$ cat src/rtl/lsu_pkg.sv
package lsu_pkg;

  typedef enum logic [1:0] {
    ACC_BYTE = 2'd0,
    ACC_HALF = 2'd1,
    ACC_WORD = 2'd2,
    ACC_RSVD = 2'd3
  } acc_size_e;

endpackage

$ cat src/rtl/lsu_addr_gen.sv
module lsu_addr_gen
  import lsu_pkg::*;
#(
  parameter int ADDR_W = 32,
  parameter int DISP_W = 16,
  parameter int LANE_W = 2
) (
  input  logic [ADDR_W-1:0] base,
  input  logic [DISP_W-1:0] disp,
  input  acc_size_e         size,
  output logic [ADDR_W-1:0] eaddr,
  output logic [LANE_W-1:0] lane,
  output logic              fault
);

  localparam int EXT_W = ADDR_W - DISP_W;

  // widen the displacement by copying its top bit
  function automatic logic [ADDR_W-1:0] widen_disp(input logic [DISP_W-1:0] d);
    return {{EXT_W{d[DISP_W-1]}}, d};
  endfunction

  // alignment rule: byte always ok, half needs bit 0 clear, word needs all lane bits clear
  function automatic logic is_misaligned(input acc_size_e s, input logic [LANE_W-1:0] l);
    case (s)
      ACC_BYTE: return 1'b0;
      ACC_HALF: return l[0];
      ACC_WORD: return |l;
      default:  return 1'b1;
    endcase
  endfunction

  assign eaddr = base + widen_disp(disp);
  assign lane  = eaddr[LANE_W-1:0];
  assign fault = is_misaligned(size, lane);

endmodule

$ cat src/rtl/lsu_load_align.sv
module lsu_load_align
  import lsu_pkg::*;
#(
  parameter int DATA_W = 32,
  parameter int LANE_W = 2
) (
  input  logic [DATA_W-1:0] rdata,
  input  logic [LANE_W-1:0] lane,
  input  acc_size_e         size,
  input  logic              sext,
  input  logic              fault,
  output logic [DATA_W-1:0] result
);

  localparam int LANES  = DATA_W / 8;
  localparam int HALVES = LANES / 2;
  localparam int HSEL_W = (LANE_W > 1) ? LANE_W - 1 : 1;

  logic [7:0]  lane_byte [LANES];
  logic [15:0] lane_half [HALVES];
  logic [7:0]  pick_b;
  logic [15:0] pick_h;

  for (genvar g = 0; g < LANES; g++) begin : g_bytes
    assign lane_byte[g] = rdata[8*g +: 8];
  end

  for (genvar h = 0; h < HALVES; h++) begin : g_halves
    assign lane_half[h] = rdata[16*h +: 16];
  end

  function automatic logic [DATA_W-1:0] grow8(input logic [7:0] b, input logic s);
    return {{(DATA_W-8){s & b[7]}}, b};
  endfunction

  function automatic logic [DATA_W-1:0] grow16(input logic [15:0] v, input logic s);
    return {{(DATA_W-16){s & v[15]}}, v};
  endfunction

  logic [HSEL_W-1:0] half_idx;
  assign half_idx = HSEL_W'(lane >> 1);
  assign pick_b   = lane_byte[lane];
  assign pick_h   = lane_half[half_idx];

  always_comb begin
    result = '0;
    if (!fault) begin
      case (size)
        ACC_BYTE: result = grow8(pick_b, sext);
        ACC_HALF: result = grow16(pick_h, sext);
        ACC_WORD: result = rdata;
        default:  result = '0;
      endcase
    end
  end

endmodule

$ cat src/rtl/lsu_store_align.sv
module lsu_store_align
  import lsu_pkg::*;
#(
  parameter int DATA_W = 32,
  parameter int LANE_W = 2
) (
  input  logic [DATA_W-1:0]   sdata,
  input  logic [LANE_W-1:0]   lane,
  input  acc_size_e           size,
  input  logic                fault,
  output logic [DATA_W/8-1:0] lane_en,
  output logic [DATA_W-1:0]   wdata
);

  localparam int LANES = DATA_W / 8;

  for (genvar g = 0; g < LANES; g++) begin : g_lane
    logic hit;
    always_comb begin
      case (size)
        ACC_BYTE: hit = (lane == LANE_W'(g));
        ACC_HALF: hit = ((lane >> 1) == LANE_W'(g / 2));
        ACC_WORD: hit = 1'b1;
        default:  hit = 1'b0;
      endcase
    end
    assign lane_en[g] = hit & ~fault;

    always_comb begin
      case (size)
        ACC_BYTE: wdata[8*g +: 8] = sdata[7:0];
        ACC_HALF: wdata[8*g +: 8] = sdata[8*(g % 2) +: 8];
        default:  wdata[8*g +: 8] = sdata[8*g +: 8];
      endcase
    end
  end

endmodule

$ cat src/rtl/lsu_lane_unit.sv
module lsu_lane_unit
  import lsu_pkg::*;
#(
  parameter int DATA_W = 32,
  parameter int ADDR_W = 32,
  parameter int DISP_W = 16
) (
  input  logic                clk,
  input  logic                rst_n,
  input  logic [ADDR_W-1:0]   base_i,
  input  logic [DISP_W-1:0]   disp_i,
  input  logic [1:0]          size_i,
  input  logic                signed_i,
  input  logic [DATA_W-1:0]   mem_rdata_i,
  input  logic [DATA_W-1:0]   st_data_i,
  output logic [ADDR_W-1:0]   eaddr_o,
  output logic [DATA_W-1:0]   ld_data_o,
  output logic [DATA_W/8-1:0] lane_en_o,
  output logic [DATA_W-1:0]   wr_data_o,
  output logic                align_err_o
);

  localparam int LANES  = DATA_W / 8;
  localparam int LANE_W = $clog2(LANES);

  acc_size_e           size_w;
  logic [ADDR_W-1:0]   eaddr_w;
  logic [LANE_W-1:0]   lane_w;
  logic                fault_w;
  logic [DATA_W-1:0]   load_w;
  logic [LANES-1:0]    en_w;
  logic [DATA_W-1:0]   wdata_w;

  assign size_w = acc_size_e'(size_i);

  lsu_addr_gen #(.ADDR_W(ADDR_W), .DISP_W(DISP_W), .LANE_W(LANE_W)) u_addr (
    .base  (base_i),
    .disp  (disp_i),
    .size  (size_w),
    .eaddr (eaddr_w),
    .lane  (lane_w),
    .fault (fault_w)
  );

  lsu_load_align #(.DATA_W(DATA_W), .LANE_W(LANE_W)) u_load (
    .rdata  (mem_rdata_i),
    .lane   (lane_w),
    .size   (size_w),
    .sext   (signed_i),
    .fault  (fault_w),
    .result (load_w)
  );

  lsu_store_align #(.DATA_W(DATA_W), .LANE_W(LANE_W)) u_store (
    .sdata   (st_data_i),
    .lane    (lane_w),
    .size    (size_w),
    .fault   (fault_w),
    .lane_en (en_w),
    .wdata   (wdata_w)
  );

  always_ff @(posedge clk or negedge rst_n) begin
    if (!rst_n) begin
      eaddr_o     <= '0;
      ld_data_o   <= '0;
      lane_en_o   <= '0;
      wr_data_o   <= '0;
      align_err_o <= 1'b0;
    end else begin
      eaddr_o     <= eaddr_w;
      ld_data_o   <= load_w;
      lane_en_o   <= en_w;
      wr_data_o   <= wdata_w;
      align_err_o <= fault_w;
    end
  end


  fault_no_lanes_chk: assert property (@(posedge clk) disable iff (!rst_n)
    fault_w |-> (en_w == '0 && load_w == '0));


  byte_single_lane_chk: assert property (@(posedge clk) disable iff (!rst_n)
    (size_w == ACC_BYTE) |-> ($countones(en_w) == 1 && en_w[lane_w]));


  half_pair_lane_chk: assert property (@(posedge clk) disable iff (!rst_n)
    (size_w == ACC_HALF && !fault_w) |-> ($countones(en_w) == 2 && en_w[lane_w] && en_w[lane_w + 1]));


  word_all_lanes_chk: assert property (@(posedge clk) disable iff (!rst_n)
    (size_w == ACC_WORD && !fault_w) |-> (&en_w));


  byte_zero_fill_chk: assert property (@(posedge clk) disable iff (!rst_n)
    (size_w == ACC_BYTE && !signed_i) |-> (load_w[DATA_W-1:8] == '0));


  load_reg_chk: assert property (@(posedge clk) disable iff (!rst_n)
    $past(rst_n) |-> (ld_data_o == $past(load_w) && lane_en_o == $past(en_w)));

endmodule

$ cat config.mk
export PLATFORM = sky130hd
export DESIGN_NAME = lsu_lane_unit
export DESIGN_NICKNAME = d
export VERILOG_FILES = /design/src/rtl/lsu_pkg.sv /design/src/rtl/lsu_addr_gen.sv /design/src/rtl/lsu_load_align.sv /design/src/rtl/lsu_store_align.sv /design/src/rtl/lsu_lane_unit.sv
export SDC_FILE = /design/constraint.sdc
export NUM_CORES = 1
export LEC_CHECK = 0
export BUFFER_PORTS_ARGS = -buffer_cell sky130_fd_sc_hd__buf_4
export CAP_MARGIN = 20
export CORE_ASPECT_RATIO = 0.8
export CORE_MARGIN = 5
export CORE_UTILIZATION = 40
export DETAILED_ROUTE_END_ITERATION = 8
export GPL_TIMING_DRIVEN = 0
export PLACE_DENSITY = 0.68
export SLEW_MARGIN = 0
export SYNTH_ARGS = -nofsm -noshare
export SYNTH_HDL_FRONTEND = slang
export SYNTH_SLANG_ARGS = --single-unit
$ cat constraint.sdc
create_clock -name clk -period 1.23 [get_ports clk]
set_clock_uncertainty 0.1 [all_clocks]
set_input_delay 0.246 -clock clk [delete_from_list [all_inputs] [get_ports clk]]
set_output_delay 0.246 -clock clk [all_outputs]
set_load 0.02 [all_outputs]
==> results by group <==
Worst setup path
  • Top delay family on crit path: simple AND/OR/NAND/NOR gates
  • Arrival @ worst endpoint: 2.35 ns
  • CP max FO: 4
  • Worst Setup SP: base_i[0]
  • Crit-path slowest cell: or4b_1
  • CP peak stage delay: 0.51 ns
  • Crit path required time: 1.38 ns
  • CP Buf/Inv Count: 2
  • Setup crit end kind: register
  • Crit start category: input pin
  • Critical Path, Cell by Cell: buf_8 > ha_4 > inv_2 > fa_2 > and2b_1 > o211ai_1 > o21ai_2 > nor2_2 > nor4_2 > or4b_1 > o311ai_1
  • Critical path class: input pin to register

Clock tree
  • CTS tree: built
  • Clock sinks: 101
  • Hold buffers post-CTS: 11
  • CTS clk-pin slew, worst paths: 0.08 ns
  • Num CTS Buffers: 9
  • Clock buffer depth: 2
  • H-tree lvl count: 3
  • CTS root buf: clkbuf_16

Synth
  • Top cell type by total area after synthesis: dfrtp_1
  • Yosys warning count: 0
  • Post-synth EDFFs: 0
  • Post-Syn Nets: 702
  • Count of state elements after synthesis: 101
  • Ys flop type: dfrtp_1
  • Mapped cell area: 0.00550 mm2
  • Largest cells by area after synthesis: dfrtp_1 (46%), ha_1 (7.0%), a21oi_1 (6.2%)
  • Synth unique cells: 61
  • Syn avg cell area: 9.95 um2
  • Seq/Total Area, Yosys: 45.9%
  • Share of Yosys cell area claimed by the top area cell type: 45.9%
  • Synth async-reset ratio: 100%
  • Post-synthesis instance total: 553

Die
  • Die width: 141 um
  • Num rows: 38
  • Full die area: 0.0162 mm2
  • Number of I/O pins: 218
  • Starting Density: 40.8%
  • Die H: 115 um
  • Core Area: 0.0135 mm2

Final layout
  • Final-stage net count: 1005
  • Most frequent cells in the layout: buf_4 (150), buf_6 (132), dfrtp_1 (101)
  • Fill count: 885
  • Final Util: 74.4%
  • Layout area overhead: 82.5%
  • FF+latch area: 0.00253 mm2
  • Post-route cell area: 0.0100 mm2
  • Fin cells: 1041
  • # diodes: 0
  • Layout cells sized above 1: 56.1%
  • Commonest non-fill, non-tap cell in the layout: buf_4
  • Multi-input logic area: 0.00388 mm2

Worst hold path
  • Worst min path class: input pin to asynchronous set/reset pin

Global routing
  • GRT Resource Usage Total: 23.7%
  • Met1 Usage GRT: 29.5%
  • GR Overflow Total: 0
  • Initial antenna violation count: 0
  • Routing usage on met2: 41.3%
  • First-pass GRT wire length: 30600 um
  • Gr busiest metal: met2
  • Met3 Use GR: 6.11%
  • Pin count of the biggest net entering global routing: 56
  • Vias in the first global route: 5866

Power
  • Static leakage: 4.42 nW
  • Power Internal: 7.64 mW
  • Worst VDD drop: 734 uV
  • Net Switching: 4.02 mW
  • Power per cell area: 1160 mW/mm2
  • Sequential share of power: 33.9%
  • Power Total: 11.7 mW
  • Sw Ratio: 34.5%
  • Clock power share: 24.0%
  • Comb power frac: 42.0%

Place
  • Port bufs: 216
  • Area post-placement: 0.00784 mm2
  • GP Congestion: 0.867
  • HPWL after DPL: 14100 um
  • Worst slack at placement: -1.45 ns
  • Placed insts: 950

Detailed routing
  • Post-DR vias/cell: 5.58
  • DRT Pass-1 Iters: 5
  • Post-DR wirelength/cell: 20.0 um
  • Total Wirelength: 20800 um
  • Via Count: 5804
  • Drt drc: 0
  • Drt initial violations: 384
  • Final ANT Viol Nets: 0

Timing
  • Slew headroom: 54.7%
  • Finish-stage setup viols: 71
  • Final worst-path cycle share: 179%
  • Final hold violations: 46
  • Hold slack: -0.167 ns
  • Fmax: 453 MHz
  • Final Critical Period: 2.21 ns
  • Worst-margin pin slew: 0.680 ns
  • RSZ-0062 raised after global routing: yes
  • PnR worst setup slack: -0.977 ns
  • Setup_tns: -42.52 ns
  • Max-slew violations: 0

Outcome
  • Status: finished, violations left
  • Violated checks: negative hold slack, negative setup slack

Job
  • Max-Cap Viols: 0
registers in the layout, indices dropped and copies added (netlist names):
signal	count
align_err_o	1
wr_data_o	32
eaddr_o	32
lane_en_o	4
ld_data_o	32
final cells by class:
cell class | count | area share [%]
Timing Repair Buffer | 295 | 28.4
Multi-Input combinational cell | 413 | 38.7
Clock inverter | 7 | 0.635
Buffer | 21 | 1.97
Clock buffer | 9 | 2.24
Tap cell | 180 | 2.24
Sequential cell | 101 | 25.2
Inverter | 15 | 0.685
layer usage:
| metal | vias up | part of all wire [%] |
|---|---|---|
| met2 | 322 | 51 |
| met5 | - | 0 |
| met1 | 2822 | 39 |
| li1 | 2597 | - |
| met3 | 63 | 7.6 |
| met4 | 0 | 2.8 |
power groups by stage:
stage / logic (mW) / registers [mW] / clock network (mW)
6_report: 4.90 / 3.96 / 2.80
5_1_grt: 5.17 / 3.99 / 3.02
4_1_cts: 4.35 / 3.92 / 2.86
3_5_place_dp: 3.57 / 3.94 / 0
3_3_place_gp: 3.51 / 3.93 / 0
2_1_floorplan: 1.51 / 4.45 / 0
synth_stat cells (5+ instances only):
library cell	number
dfrtp_1	101
a21oi_1	68
nand2_1	57
o21ai_0	32
ha_1	31
nor2_1	29
xnor2_1	18
mux2_2	16
mux2i_1	16
nand3_1	16
inv_1	13
nand2b_1	12
clkbuf_1	10
xor2_1	10
a22oi_1	9
o22ai_1	8
a211oi_1	7
a21o_1	7
buf_2	7
nor3_1	7
a31oi_1	6
buf_4	5
o21ai_1	5
kinds of logic (layout without fill, tap and decap cells):
| kind of cell | Yosys count | after routing | share of synthesized area [%] |
|---|---|---|---|
| AOI/OAI and AO/OA | 174 | 174 | 19.8 |
| xor gates and xnor gates | 28 | 28 | 4.46 |
| adders and majority gates | 32 | 32 | 7.41 |
| buffers and inverters | 40 | 347 | 3.50 |
| DFF | 101 | 101 | 45.9 |
| muxes | 33 | 33 | 6.59 |
| and+or+nand+nor | 145 | 146 | 12.3 |
worst paths after layout:
| check | depth (start not counted) | endpoint | slack (ns) |
|---|---|---|---|
| hold / removal | 1 | wr_data_o[2] | -0.17 |
| setup / recovery | 11 | eaddr_o[30] | -0.98 |
| min in group clk | 3 | wr_data_o[31] | 0.02 |
| max in group asynchronous | 2 | eaddr_o[21] | 0.51 |
timing repair:
item,in CTS,in global routing
setup endpoints to repair,108,165
resized for setup,156,139
cloned,3,1
pin swaps,46,49
endpoints found under the hold margin,57,46
buffers inserted,41,32
No activity file was read; power rests on OpenSTA's default activity.
